<file path="config.mk">
export PLATFORM = sky130hd
export DESIGN_NAME = audio_ser_tx
export DESIGN_NICKNAME = d
export VERILOG_FILES = /design/src/rtl/audio_ser_pkg.sv /design/src/rtl/ast_bit_timer.sv /design/src/rtl/ast_frame_ctr.sv /design/src/rtl/ast_line_shaper.sv /design/src/rtl/audio_ser_tx.sv
export SDC_FILE = /design/constraint.sdc
export NUM_CORES = 1
export LEC_CHECK = 0
export BUFFER_PORTS_ARGS = -buffer_cell sky130_fd_sc_hd__buf_2
export CAP_MARGIN = 20
export CORE_ASPECT_RATIO = 0.9
export CORE_UTILIZATION = 35
export DETAILED_ROUTE_END_ITERATION = 6
export PLACE_DENSITY = 0.57
export SYNTH_ARGS = -nofsm -noshare
export SYNTH_HDL_FRONTEND = slang
export SYNTH_HIERARCHICAL = 1
export SYNTH_SLANG_ARGS = --single-unit
</file>
<file path="constraint.sdc">
create_clock -name clk -period 7.95 [get_ports clk]
set_input_delay 1.9875 -clock clk [delete_from_list [all_inputs] [get_ports clk]]
set_output_delay 1.9875 -clock clk [all_outputs]
set_load 0.02 [all_outputs]
</file>
<file path="src/rtl/audio_ser_pkg.sv">
`timescale 1ns/1ps
// Package: shared framing codes and helpers for the audio serial transmitter.
// Assumes codes 5..7 are never applied; they fall back to I2S behaviour.
package audio_ser_pkg;

    typedef enum logic [2:0] {
        FMT_I2S       = 3'd0,
        FMT_PCM_SHORT = 3'd1,
        FMT_PCM_LONG  = 3'd2,
        FMT_LEFT      = 3'd3,
        FMT_RIGHT     = 3'd4
    } fmt_e;

    // True for framings whose receiver samples on the falling bit-clock edge.
    function automatic logic falling_sample(input fmt_e f);
        return (f == FMT_PCM_SHORT) || (f == FMT_PCM_LONG);
    endfunction

    // True for framings whose slot count comes from the channel input.
    function automatic logic uses_chan_count(input fmt_e f);
        return (f == FMT_PCM_SHORT) || (f == FMT_PCM_LONG);
    endfunction

endpackage

</file>
<file path="src/rtl/ast_bit_timer.sv">
`timescale 1ns/1ps
// Module: bit-period timer.
// Divides the system clock into two half phases per bit period; each half
// lasts clk_div+1 clocks. Held at the start of a bit while run is low.
// Assumes clk_div is steady while run is high.
module ast_bit_timer #(
    parameter int DIV_W = 8
) (
    input  logic             clk,
    input  logic             rst_n,
    input  logic             run,
    input  logic [DIV_W-1:0] clk_div,
    output logic             phase,
    output logic             bit_end
);

    logic [DIV_W-1:0] half_cnt_q;
    logic             phase_q;
    logic             half_end;

    assign half_end = (half_cnt_q == clk_div);

    // Count clocks within a half period and flip the phase at its end.
    always_ff @(posedge clk) begin
        if (!rst_n || !run) begin
            half_cnt_q <= '0;
            phase_q    <= 1'b0;
        end else if (half_end) begin
            half_cnt_q <= '0;
            phase_q    <= ~phase_q;
        end else begin
            half_cnt_q <= half_cnt_q + DIV_W'(1);
        end
    end

    assign phase   = phase_q;
    assign bit_end = run && phase_q && half_end;

endmodule

</file>
<file path="src/rtl/ast_frame_ctr.sv">
`timescale 1ns/1ps
// Module: slot and bit position counter.
// Tracks the bit index inside the current slot and the slot index inside
// the frame; both wrap at their configured lengths. Cleared while run is low.
// Assumes slot_len >= 2 and 1 <= nslots, both steady while run is high.
module ast_frame_ctr #(
    parameter int LEN_W = 7,
    parameter int CH_W  = 4
) (
    input  logic             clk,
    input  logic             rst_n,
    input  logic             run,
    input  logic             bit_end,
    input  logic [LEN_W-1:0] slot_len,
    input  logic [CH_W-1:0]  nslots,
    output logic [LEN_W-1:0] pos,
    output logic [CH_W-1:0]  slot,
    output logic             slot_last_bit
);

    logic [LEN_W-1:0] pos_q;
    logic [CH_W-1:0]  slot_q;
    logic             frame_last_slot;

    assign slot_last_bit   = (pos_q == slot_len - LEN_W'(1));
    assign frame_last_slot = (slot_q == nslots - CH_W'(1));

    // Advance the bit position at each bit end; roll into the next slot.
    always_ff @(posedge clk) begin
        if (!rst_n || !run) begin
            pos_q  <= '0;
            slot_q <= '0;
        end else if (bit_end) begin
            if (slot_last_bit) begin
                pos_q  <= '0;
                slot_q <= frame_last_slot ? '0 : slot_q + CH_W'(1);
            end else begin
                pos_q <= pos_q + LEN_W'(1);
            end
        end
    end

    assign pos  = pos_q;
    assign slot = slot_q;

endmodule

</file>
<file path="src/rtl/ast_line_shaper.sv">
`timescale 1ns/1ps
// Module: link line shaper.
// Maps the timing state (phase, bit position, slot) and the current word
// onto registered bit clock, word select and serial data for the chosen
// framing, including bit order, clock inversions and clock gating.
// Assumes word_len <= slot_len and word_len <= DATA_W.
module ast_line_shaper
    import audio_ser_pkg::*;
#(
    parameter int DATA_W = 32,
    parameter int LEN_W  = 7,
    parameter int CH_W   = 4
) (
    input  logic              clk,
    input  logic              rst_n,
    input  logic              run,
    input  logic [2:0]        fmt,
    input  logic              phase,
    input  logic [LEN_W-1:0]  pos,
    input  logic [CH_W-1:0]   slot,
    input  logic [CH_W-1:0]   nslots,
    input  logic              slot_last_bit,
    input  logic [LEN_W-1:0]  word_len,
    input  logic [LEN_W-1:0]  slot_len,
    input  logic [DATA_W-1:0] word,
    input  logic              lsb_first,
    input  logic              bclk_inv,
    input  logic              fclk_inv,
    input  logic              bclk_gated,
    output logic              bclk,
    output logic              ws,
    output logic              sd
);

    fmt_e              fmt_sel;
    logic              rest_level;
    logic [LEN_W-1:0]  lead_pad;
    logic [LEN_W-1:0]  rel_pos;
    logic              in_word;
    logic [LEN_W-1:0]  bit_idx;
    logic [DATA_W-1:0] word_shifted;
    logic              data_bit;
    logic              ws_raw;
    logic              bclk_raw;

    assign fmt_sel    = fmt_e'(fmt);
    assign rest_level = falling_sample(fmt_sel);

    // Locate the current bit relative to the word inside its slot.
    always_comb begin
        lead_pad     = (fmt_sel == FMT_RIGHT) ? (slot_len - word_len) : '0;
        rel_pos      = pos - lead_pad;
        in_word      = (pos >= lead_pad) && (rel_pos < word_len);
        bit_idx      = lsb_first ? rel_pos : (word_len - LEN_W'(1) - rel_pos);
        word_shifted = word >> bit_idx;
        data_bit     = word_shifted[0];
    end

    // Word-select / frame-sync level for each framing.
    always_comb begin
        case (fmt_sel)
            FMT_PCM_SHORT: ws_raw = (slot == nslots - CH_W'(1)) && slot_last_bit;
            FMT_PCM_LONG:  ws_raw = (slot == '0) && !slot_last_bit;
            FMT_LEFT,
            FMT_RIGHT:     ws_raw = (slot == '0);
            default:       ws_raw = (slot == CH_W'(1)) ? !slot_last_bit : slot_last_bit;
        endcase
    end

    // Bit clock: rest level in the first half of a bit, opposite in the second.
    always_comb begin
        if (!run || (bclk_gated && !in_word)) begin
            bclk_raw = rest_level;
        end else begin
            bclk_raw = rest_level ^ phase;
        end
    end

    // Register the three link lines.
    always_ff @(posedge clk) begin
        if (!rst_n) begin
            bclk <= 1'b0;
            ws   <= 1'b0;
            sd   <= 1'b0;
        end else begin
            bclk <= bclk_raw ^ bclk_inv;
            ws   <= (run && ws_raw) ^ fclk_inv;
            sd   <= run && in_word && data_bit;
        end
    end

endmodule

</file>
<file path="src/rtl/audio_ser_tx.sv">
`timescale 1ns/1ps
// Module: multi-format audio serial transmitter (clock master).
// Accepts one sample per slot through valid/ready and drives bit clock,
// word select and serial data for five framings. A missing sample at a slot
// start sends zeros and raises underrun. Configuration must be held steady
// while en is high; outputs follow en with two clocks of latency.
module audio_ser_tx
    import audio_ser_pkg::*;
#(
    parameter int DATA_W   = 32,
    parameter int SLOT_MAX = 64,
    parameter int MAX_CH   = 8,
    parameter int DIV_W    = 8,
    localparam int LEN_W   = $clog2(SLOT_MAX + 1),
    localparam int CH_W    = $clog2(MAX_CH + 1)
) (
    input  logic              clk,
    input  logic              rst_n,
    input  logic              en,
    input  logic [2:0]        fmt,
    input  logic [LEN_W-1:0]  word_len,
    input  logic [LEN_W-1:0]  slot_len,
    input  logic [CH_W-1:0]   chans,
    input  logic              lsb_first,
    input  logic              bclk_inv,
    input  logic              fclk_inv,
    input  logic              bclk_gated,
    input  logic [DIV_W-1:0]  clk_div,
    input  logic [DATA_W-1:0] s_data,
    input  logic              s_valid,
    output logic              s_ready,
    output logic              bclk,
    output logic              ws,
    output logic              sd,
    output logic              underrun_pulse,
    output logic              underrun
);

    logic              run_q;
    logic [CH_W-1:0]   nslots;
    logic              phase;
    logic              bit_end;
    logic [LEN_W-1:0]  pos;
    logic [CH_W-1:0]   slot;
    logic              slot_last_bit;
    logic              load;
    logic [DATA_W-1:0] word_q;
    logic              ur_pulse_q;
    logic              ur_sticky_q;

    // Register the enable; the serializer runs one clock behind it.
    always_ff @(posedge clk) begin
        if (!rst_n) run_q <= 1'b0;
        else        run_q <= en;
    end

    // I2S and the justified framings always use two slots per frame.
    assign nslots = uses_chan_count(fmt_e'(fmt)) ? chans : CH_W'(2);

    ast_bit_timer #(.DIV_W(DIV_W)) u_timer (
        .clk     (clk),
        .rst_n   (rst_n),
        .run     (run_q),
        .clk_div (clk_div),
        .phase   (phase),
        .bit_end (bit_end)
    );

    ast_frame_ctr #(.LEN_W(LEN_W), .CH_W(CH_W)) u_frame (
        .clk           (clk),
        .rst_n         (rst_n),
        .run           (run_q),
        .bit_end       (bit_end),
        .slot_len      (slot_len),
        .nslots        (nslots),
        .pos           (pos),
        .slot          (slot),
        .slot_last_bit (slot_last_bit)
    );

    // A new word is due on the first enabled clock and at every slot start.
    assign load    = en && (!run_q || (bit_end && slot_last_bit));
    assign s_ready = load;

    // Capture the next word or substitute zeros and record an underrun.
    always_ff @(posedge clk) begin
        if (!rst_n) begin
            word_q      <= '0;
            ur_pulse_q  <= 1'b0;
            ur_sticky_q <= 1'b0;
        end else begin
            ur_pulse_q <= load && !s_valid;
            if (load) word_q <= s_valid ? s_data : '0;
            if (!en)                    ur_sticky_q <= 1'b0;
            else if (load && !s_valid)  ur_sticky_q <= 1'b1;
        end
    end

    assign underrun_pulse = ur_pulse_q;
    assign underrun       = ur_sticky_q;

    ast_line_shaper #(.DATA_W(DATA_W), .LEN_W(LEN_W), .CH_W(CH_W)) u_shaper (
        .clk           (clk),
        .rst_n         (rst_n),
        .run           (run_q),
        .fmt           (fmt),
        .phase         (phase),
        .pos           (pos),
        .slot          (slot),
        .nslots        (nslots),
        .slot_last_bit (slot_last_bit),
        .word_len      (word_len),
        .slot_len      (slot_len),
        .word          (word_q),
        .lsb_first     (lsb_first),
        .bclk_inv      (bclk_inv),
        .fclk_inv      (fclk_inv),
        .bclk_gated    (bclk_gated),
        .bclk          (bclk),
        .ws            (ws),
        .sd            (sd)
    );

endmodule

</file>
==> run_results.csv, run 1 <==
group,metric,value,unit
sta,hold_viol,0,
die,row_count,39,
worst_setup_path,r2r_end,"u_shaper/sd$_SDFF_PN0_",
worst_setup_path,worstSetupPathType,"primary input to output pin",
clocking,clock_sinks,58,
final_layout,layout-area-overhead-vs-synth,16.5,%
yosys,yosysWarnings,6,
power,irDropWorstVdd,0.103,mV
worst_setup_path,cp.required,5.96,ns
worst_setup_path,cp-endpoint,"s_ready",
final_layout,drive_gt1_share,19.7,%
yosys,ys.flop_type,"dfxtp_1",
routing,vias,3754,
routing,vias_per_cell,4.99,
sta,tightest_slew,0.718,ns
placed_design,place_inst,736,
run,drv_cap,0,
yosys,synth_nets,618,
routing,first_pass_iters,4,
yosys,yosys-top-cells-area,"dfxtp_1 25%, mux2i_1 13%, ha_1 8.5%",
final_layout,nNetsFinal,686,
final_layout,fin_cells,752,
yosys,synth_cell_types,63,
worst_setup_path,path_max_fanout,35,
sta,fin_crit_sh,78.5,%
yosys,async_reset_ff_share,0,%
die,io_pins,75,
sta,max_freq,160,MHz
die,die_x,122,um
sta,relSlewSlack,51.1,%
power,p_leak,2.38,nW
placed_design,dp_hpwl,7860,um
power,clkPwrFrac,43.5,%
sta,finalSetupViolations,0,
placed_design,place.gp.congestion,0.773,
power,switchingPower,0.000248,W
die,start_util,36.0,%
power,internal_power,0.000650,W
yosys,synth_edf_count,0,
power,cellPowerDensity,169,nW/um2
global_route,grt_start_max_net_pins,75,
routing,drc,0,
power,power,0.000898,W
placed_design,portBuffers,74,
worst_setup_path,worstSetupStartpointType,"primary input",
global_route,grt_pass1_vias,3560,
power,switching_share,27.6,%
yosys,synth-seq-area-share,25.4,%
global_route,grt_first_pass_wirelength,16800,um
global_route,grt_antenna_before_repair,0,
final_layout,n_antenna_cell,0,
worst_setup_path,critPathLaunch,"slot_len[0]",
clocking,cts_htree_levels,3,
final_layout,utilization,41.9,%
yosys,avgSynthCellArea,8.87,um2
clocking,clk_latency,0.33,ns
sta,fin_crit,6.24,ns
yosys,synthCells,515,
sta,worst_clock_skew,0.00508,ns
worst_setup_path,worstSetupEndpointType,"output pin",
die,core-area,12700,um2
worst_setup_path,crit_arrival,4.25,ns
die,fp.dieArea,13500,um2
routing,wl,10300,um
clocking,cts.clk_slew.worst_paths,0.05,ns
outcome,status,"completed",
global_route,globalRoute.totalOverflow,0,
worst_setup_path,ff2ff_path_depth,12,
worst_setup_path,r2r_setup_slack,4.34,ns
power,p_comb_share,22.7,%
routing,drt_iter0_drc,165,
min_path,hold_path.class,"flip-flop to flip-flop",
clocking,post_cts_resize_count,0,
clocking,clock_path_buffers,2,
clocking,cts_tree,"done",
yosys,synth_area,4570,um2
yosys,ys_ff_latch,58,
yosys,synth_largest_area_cell,"dfxtp_1",
placed_design,place_area,5010,um2
clocking,cts_hold_buffers,0,
worst_setup_path,r2r_start,"u_frame/pos[0]$_SDFFE_PP0P_",
sta,fin_setup_tns,0,ns
clocking,cts-root-buf,"clkbuf_16",
final_layout,design_area,5320,um2
routing,wl_per_cell,13.7,um
global_route,globalRouteTotalUtil,16.1,%
die,die_height,110,um
routing,final_antenna_net_count,0,
sta,maxSlewViolCount,0,
power,seqPwrFrac,33.8,%
yosys,synth_top_area_share,25.4,%
clocking,cts_setup_buffers,0,
final_layout,n_fill_cell,1313,
clocking,numCtsBuffers,9,
sta,rsz0062_at_grt,"no",
per-layer routing:
layer / vias up / global-route usage (%) / share of wire, %
li1: 1945 / - / -
met1: 1725 / 20.8 / 49
met2: 71 / 26.5 / 46
met3: 13 / 2.11 / 3.0
met4: 0 / 7.84 / 2.0
met5: - / 0 / 0
stage by stage:
stage,hold slack (ns),worst slack (ns)
2_1_floorplan,0.433,2.22
3_3_place_gp,0.444,1.79
3_5_place_dp,0.454,1.72
4_1_cts,0.461,1.70
5_1_grt,0.477,1.56
6_report,0.457,1.71
synth_stat cells (all sizes together), types with 3 or more instances:
cell type,n
nand4,7
and2,7
a21oi,21
o21ai,9
fa,3
dfxtp,58
a31oi,3
clkbuf,4
xor2,21
a211oi,5
nor3,15
a21o,9
nor2,23
nor2b,5
o21bai,5
inv,30
buf,15
nor3b,4
nand2,56
mux2i,63
nand3,46
nand2b,7
ha,31
xnor2,36
layout make-up:
class / count / area (um2) / share of cell area [%]
clock buffers: 12 / 256 / 4.82
flip-flops and latches: 58 / 1160 / 21.8
well taps: 164 / 205 / 3.86
repair buffers: 76 / 385 / 7.24
multi-input cells: 408 / 3150 / 59.2
clock inverters: 4 / 50.0 / 0.941
inverters: 30 / 113 / 2.12
flip-flops by register name, summed over array words and instances (netlist names):
| name | flops |
|---|---|
| underrun_pulse | 1 |
| underrun | 1 |
| u_timer/half_cnt_q | 8 |
| u_shaper/ws | 1 |
| u_shaper/bclk | 1 |
| word_q | 32 |
| u_shaper/sd | 1 |
| u_frame/pos | 7 |
| u_frame/slot | 4 |
| u_timer/phase | 1 |
| run_q | 1 |
worst max-delay path, stage by stage:
cell and delay (ns):
buf_2 0.13, inv_1 0.05, ha_1 0.27, or2b_1 0.29, a21boi_4 0.17, o211ai_1 0.17
nor3_2 0.45, a21bo_4 0.23, nand2_8 0.21, inv_1 0.11, buf_2 0.17
cells by family (layout without fill, tap and decap cells):
logic type | after synthesis | after routing | synth area share, %
XOR/XNOR | 57 | 57 | 11.3
AO/OA/AOI/OAI | 71 | 71 | 11.4
AND/OR/NAND/NOR | 181 | 181 | 20.7
adder cells (fa/ha/maj) | 34 | 34 | 9.81
flip-flops | 58 | 58 | 25.4
buffers and inverters | 49 | 122 | 5.61
multiplexers | 65 | 65 | 15.8
layout by cell type (no fill, tap or decap), types with 3 or more instances in the layout:
cell type | synthesis | routed
nor2_1 | 23 | 23
nand4_1 | 7 | 7
nand3_1 | 45 | 45
dfxtp_1 | 58 | 58
nor3b_2 | 4 | 4
o21bai_1 | 4 | 4
mux2i_4 | 3 | 3
o21ai_0 | 5 | 5
and2_1 | 7 | 7
ha_1 | 31 | 31
nand2b_1 | 7 | 7
xor2_1 | 21 | 21
o21ai_1 | 4 | 4
nor3_2 | 3 | 3
mux2i_1 | 60 | 60
fa_1 | 3 | 3
buf_2 | 9 | 74
inv_1 | 30 | 30
a211oi_1 | 4 | 4
a21oi_1 | 19 | 19
nand2_1 | 55 | 55
xnor2_1 | 34 | 34
nor2b_1 | 5 | 5
nor3_1 | 12 | 12
a31oi_1 | 3 | 3
clkbuf_16 | 0 | 9
a21o_1 | 8 | 8
power by group through the flow:
stage               sequential (W)  clock, W  combinational, W
CTS                       0.000304  0.000402          0.000205
detailed placement        0.000310         0          0.000204
global route              0.000305  0.000414          0.000227
finish                    0.000304  0.000391          0.000204
global placement          0.000310         0          0.000200
floorplan                 0.000310         0          0.000157
worst min path at each step:
stage | from | to | cells past startpoint
2_1_floorplan | word_q[22]$_SDFFE_PN0P_ | word_q[22]$_SDFFE_PN0P_ | 2
5_1_grt | word_q[15]$_SDFFE_PN0P_ | word_q[15]$_SDFFE_PN0P_ | 2
4_1_cts | word_q[19]$_SDFFE_PN0P_ | word_q[19]$_SDFFE_PN0P_ | 2
6_report | word_q[19]$_SDFFE_PN0P_ | word_q[19]$_SDFFE_PN0P_ | 2
3_3_place_gp | word_q[17]$_SDFFE_PN0P_ | word_q[17]$_SDFFE_PN0P_ | 2
3_5_place_dp | word_q[19]$_SDFFE_PN0P_ | word_q[19]$_SDFFE_PN0P_ | 2
(Power assumes the default switching activity.)
==> run 2: changes to the inputs <==
--- a/config.mk
+++ b/config.mk
@@ -10,7 +10,7 @@
 export CORE_ASPECT_RATIO = 0.9
 export CORE_UTILIZATION = 35
 export DETAILED_ROUTE_END_ITERATION = 6
-export PLACE_DENSITY = 0.57
+export PLACE_DENSITY = 0.59
 export SYNTH_ARGS = -nofsm -noshare
 export SYNTH_HDL_FRONTEND = slang
 export SYNTH_HIERARCHICAL = 1
==> constraint.sdc (replaced) <==
create_clock -name clk -period 5.6 [get_ports clk]
set_input_delay 1.4 -clock clk [delete_from_list [all_inputs] [get_ports clk]]
set_output_delay 1.4 -clock clk [all_outputs]
set_load 0.02 [all_outputs]
==> run_results.csv, run 2 (synthesis gave the netlist of run 1 again) <==
group,metric,value,unit
outcome,status,"completed",
final_layout,utilization,42.1,%
worst_setup_path,slowest_stage,"nor3_2",
routing,drt_iter0_drc,133,
power,internal_power,0.000913,W
placed_design,portBuffers,74,
routing,wl_per_cell,13.8,um
placed_design,place.gp.congestion,0.822,
routing,vias_per_cell,4.98,
sta,fin_crit_sh,87.8,%
global_route,grt_pass1_vias,3617,
clocking,clock_path_buffers,2,
routing,vias,3756,
final_layout,regMostFlops,"word_q",
power,irDropWorstVdd,0.111,mV
global_route,grt_start_max_net_pins,48,
routing,drc,0,
die,start_util,36.0,%
worst_setup_path,worstSetupEndpointType,"output pin",
final_layout,mostFrequentLayoutCell,"buf_2",
min_path,hold_path.class,"flip-flop to flip-flop",
sta,maxSlewViolCount,0,
die,die_height,110,um
sta,worst_clock_skew,0.00564,ns
routing,wl,10400,um
power,cellPowerDensity,239,nW/um2
power,switchingPower,0.000361,W
routing,final_antenna_net_count,0,
final_layout,largest_reg_flops,32,
worst_setup_path,worstSetupPathType,"primary input to output pin",
placed_design,dp_hpwl,8140,um
worst_setup_path,worstSetupStartpointType,"primary input",
power,power,0.00127,W
worst_setup_path,critPathTopFamily,"simple AND/OR/NAND/NOR gates",
power,switching_share,28.3,%
clocking,cts_htree_levels,3,
power,clkPwrFrac,43.3,%
die,core-area,12700,um2
die,die_x,122,um
clocking,cts_hold_buffers,0,
run,drv_cap,0,
die,fp.dieArea,13500,um2
final_layout,n_fill_cell,1303,
sta,fin_crit,4.92,ns
clocking,cts-root-buf,"clkbuf_16",
global_route,grt_antenna_before_repair,0,
final_layout,n_antenna_cell,0,
worst_setup_path,cp.required,4.20,ns
worst_setup_path,crit_arrival,3.52,ns
sta,finalSetupViolations,0,
global_route,grt_first_pass_wirelength,17200,um
clocking,cts.clk_slew.worst_paths,0.05,ns
final_layout,layout-area-overhead-vs-synth,16.8,%
sta,fin_setup_tns,0,ns
sta,rsz0062_at_grt,"no",
clocking,post_cts_resize_count,0,
global_route,globalRoute.totalOverflow,0,
sta,max_freq,203,MHz
clocking,clock_sinks,58,
power,seqPwrFrac,33.9,%
die,io_pins,75,
die,row_count,39,
clocking,numCtsBuffers,9,
final_layout,most-common-layout-cells,"74 x buf_2, 60 x mux2i_1, 58 x dfxtp_1",
power,p_leak,2.39,nW
sta,hold_viol,0,
routing,first_pass_iters,4,
final_layout,drive_gt1_share,20.2,%
final_layout,nNetsFinal,688,
global_route,globalRouteTotalUtil,16.0,%
worst_setup_path,crit_chain,"buf_2 > inv_1 > ha_1 > or2b_1 > a21boi_4 > o211ai_1 > nor3_2 > a21bo_4 > nand2_8 > inv_1 > buf_2",
worst_setup_path,critPathMaxStageDelay,0.53,ns
clocking,cts_setup_buffers,0,
worst_setup_path,cp.buffers_inverters,4,
sta,relSlewSlack,47.7,%
clocking,clk_latency,0.32,ns
power,p_comb_share,22.7,%
worst_setup_path,path_max_fanout,6,
clocking,cts_tree,"done",
sta,tightest_slew,0.785,ns
-- run 2: changes by cell type in the layout (fill, tap and decap cells not counted), sizes merged --
cell	previous run	this run
buf	76	78
clkbuf	12	10
clkinv	1	2
clkinvlp	2	3
-- run 2: per-stage QoR --
| stage | cells | setup slack, ns | hold WS [ns] | instance area [um2] |
|---|---|---|---|---|
| detailed placement | 738 | 0.401 | 0.453 | 5030 |
| finish | 754 | 0.684 | 0.456 | 5340 |
| global placement | 738 | 0.493 | 0.446 | 5030 |
| global route | 754 | 0.472 | 0.472 | 5340 |
| CTS | 754 | 0.683 | 0.460 | 5340 |
| floorplan | 515 | 1.00 | 0.433 | 4570 |
-- run 2: power by group through the flow --
stage,registers (W),logic (W),clock network (W)
finish,0.000432,0.000289,0.000552
global route,0.000433,0.000322,0.000583
CTS,0.000432,0.000291,0.000564
detailed placement,0.000441,0.000288,0
global placement,0.000441,0.000281,0
floorplan,0.000440,0.000223,0
-- run 2: final timing paths --
| path | from | end | slack, ns | depth (start not counted) |
|---|---|---|---|---|
| setup reg to reg | u_frame/pos[0]$_SDFFE_PP0P_ | u_shaper/sd$_SDFF_PN0_ | 2.15 | 13 |
| hold / removal | word_q[17]$_SDFFE_PN0P_ | word_q[17]$_SDFFE_PN0P_ | 0.46 | 2 |
| setup / recovery | slot_len[0] | s_ready | 0.68 | 11 |
| hold reg to reg | word_q[17]$_SDFFE_PN0P_ | word_q[17]$_SDFFE_PN0P_ | 0.46 | 2 |
-- run 2: metal layers --
layer	vias to the layer above	share of wire, %	global-route usage (%)
met4	0	0.91	5.49
met5	-	0	0
met2	50	45	25.6
met1	1754	51	22.4
li1	1946	-	-
met3	6	2.6	1.70
-- run 2: cell type report --
class	count	area [um2]	area share, %
multi-input combinational	408	3150	59.1
sequential	58	1160	21.8
clock buffer	10	239	4.48
timing repair buffer	78	400	7.50
tap	164	205	3.85
inverter	30	113	2.11
clock inverter	6	66.3	1.24
-- run 2: tightest hold or removal path: stages (launching register included) --
cell,delay [ns]
dfxtp_1,0.30
nand2_1,0.05
mux2i_1,0.05
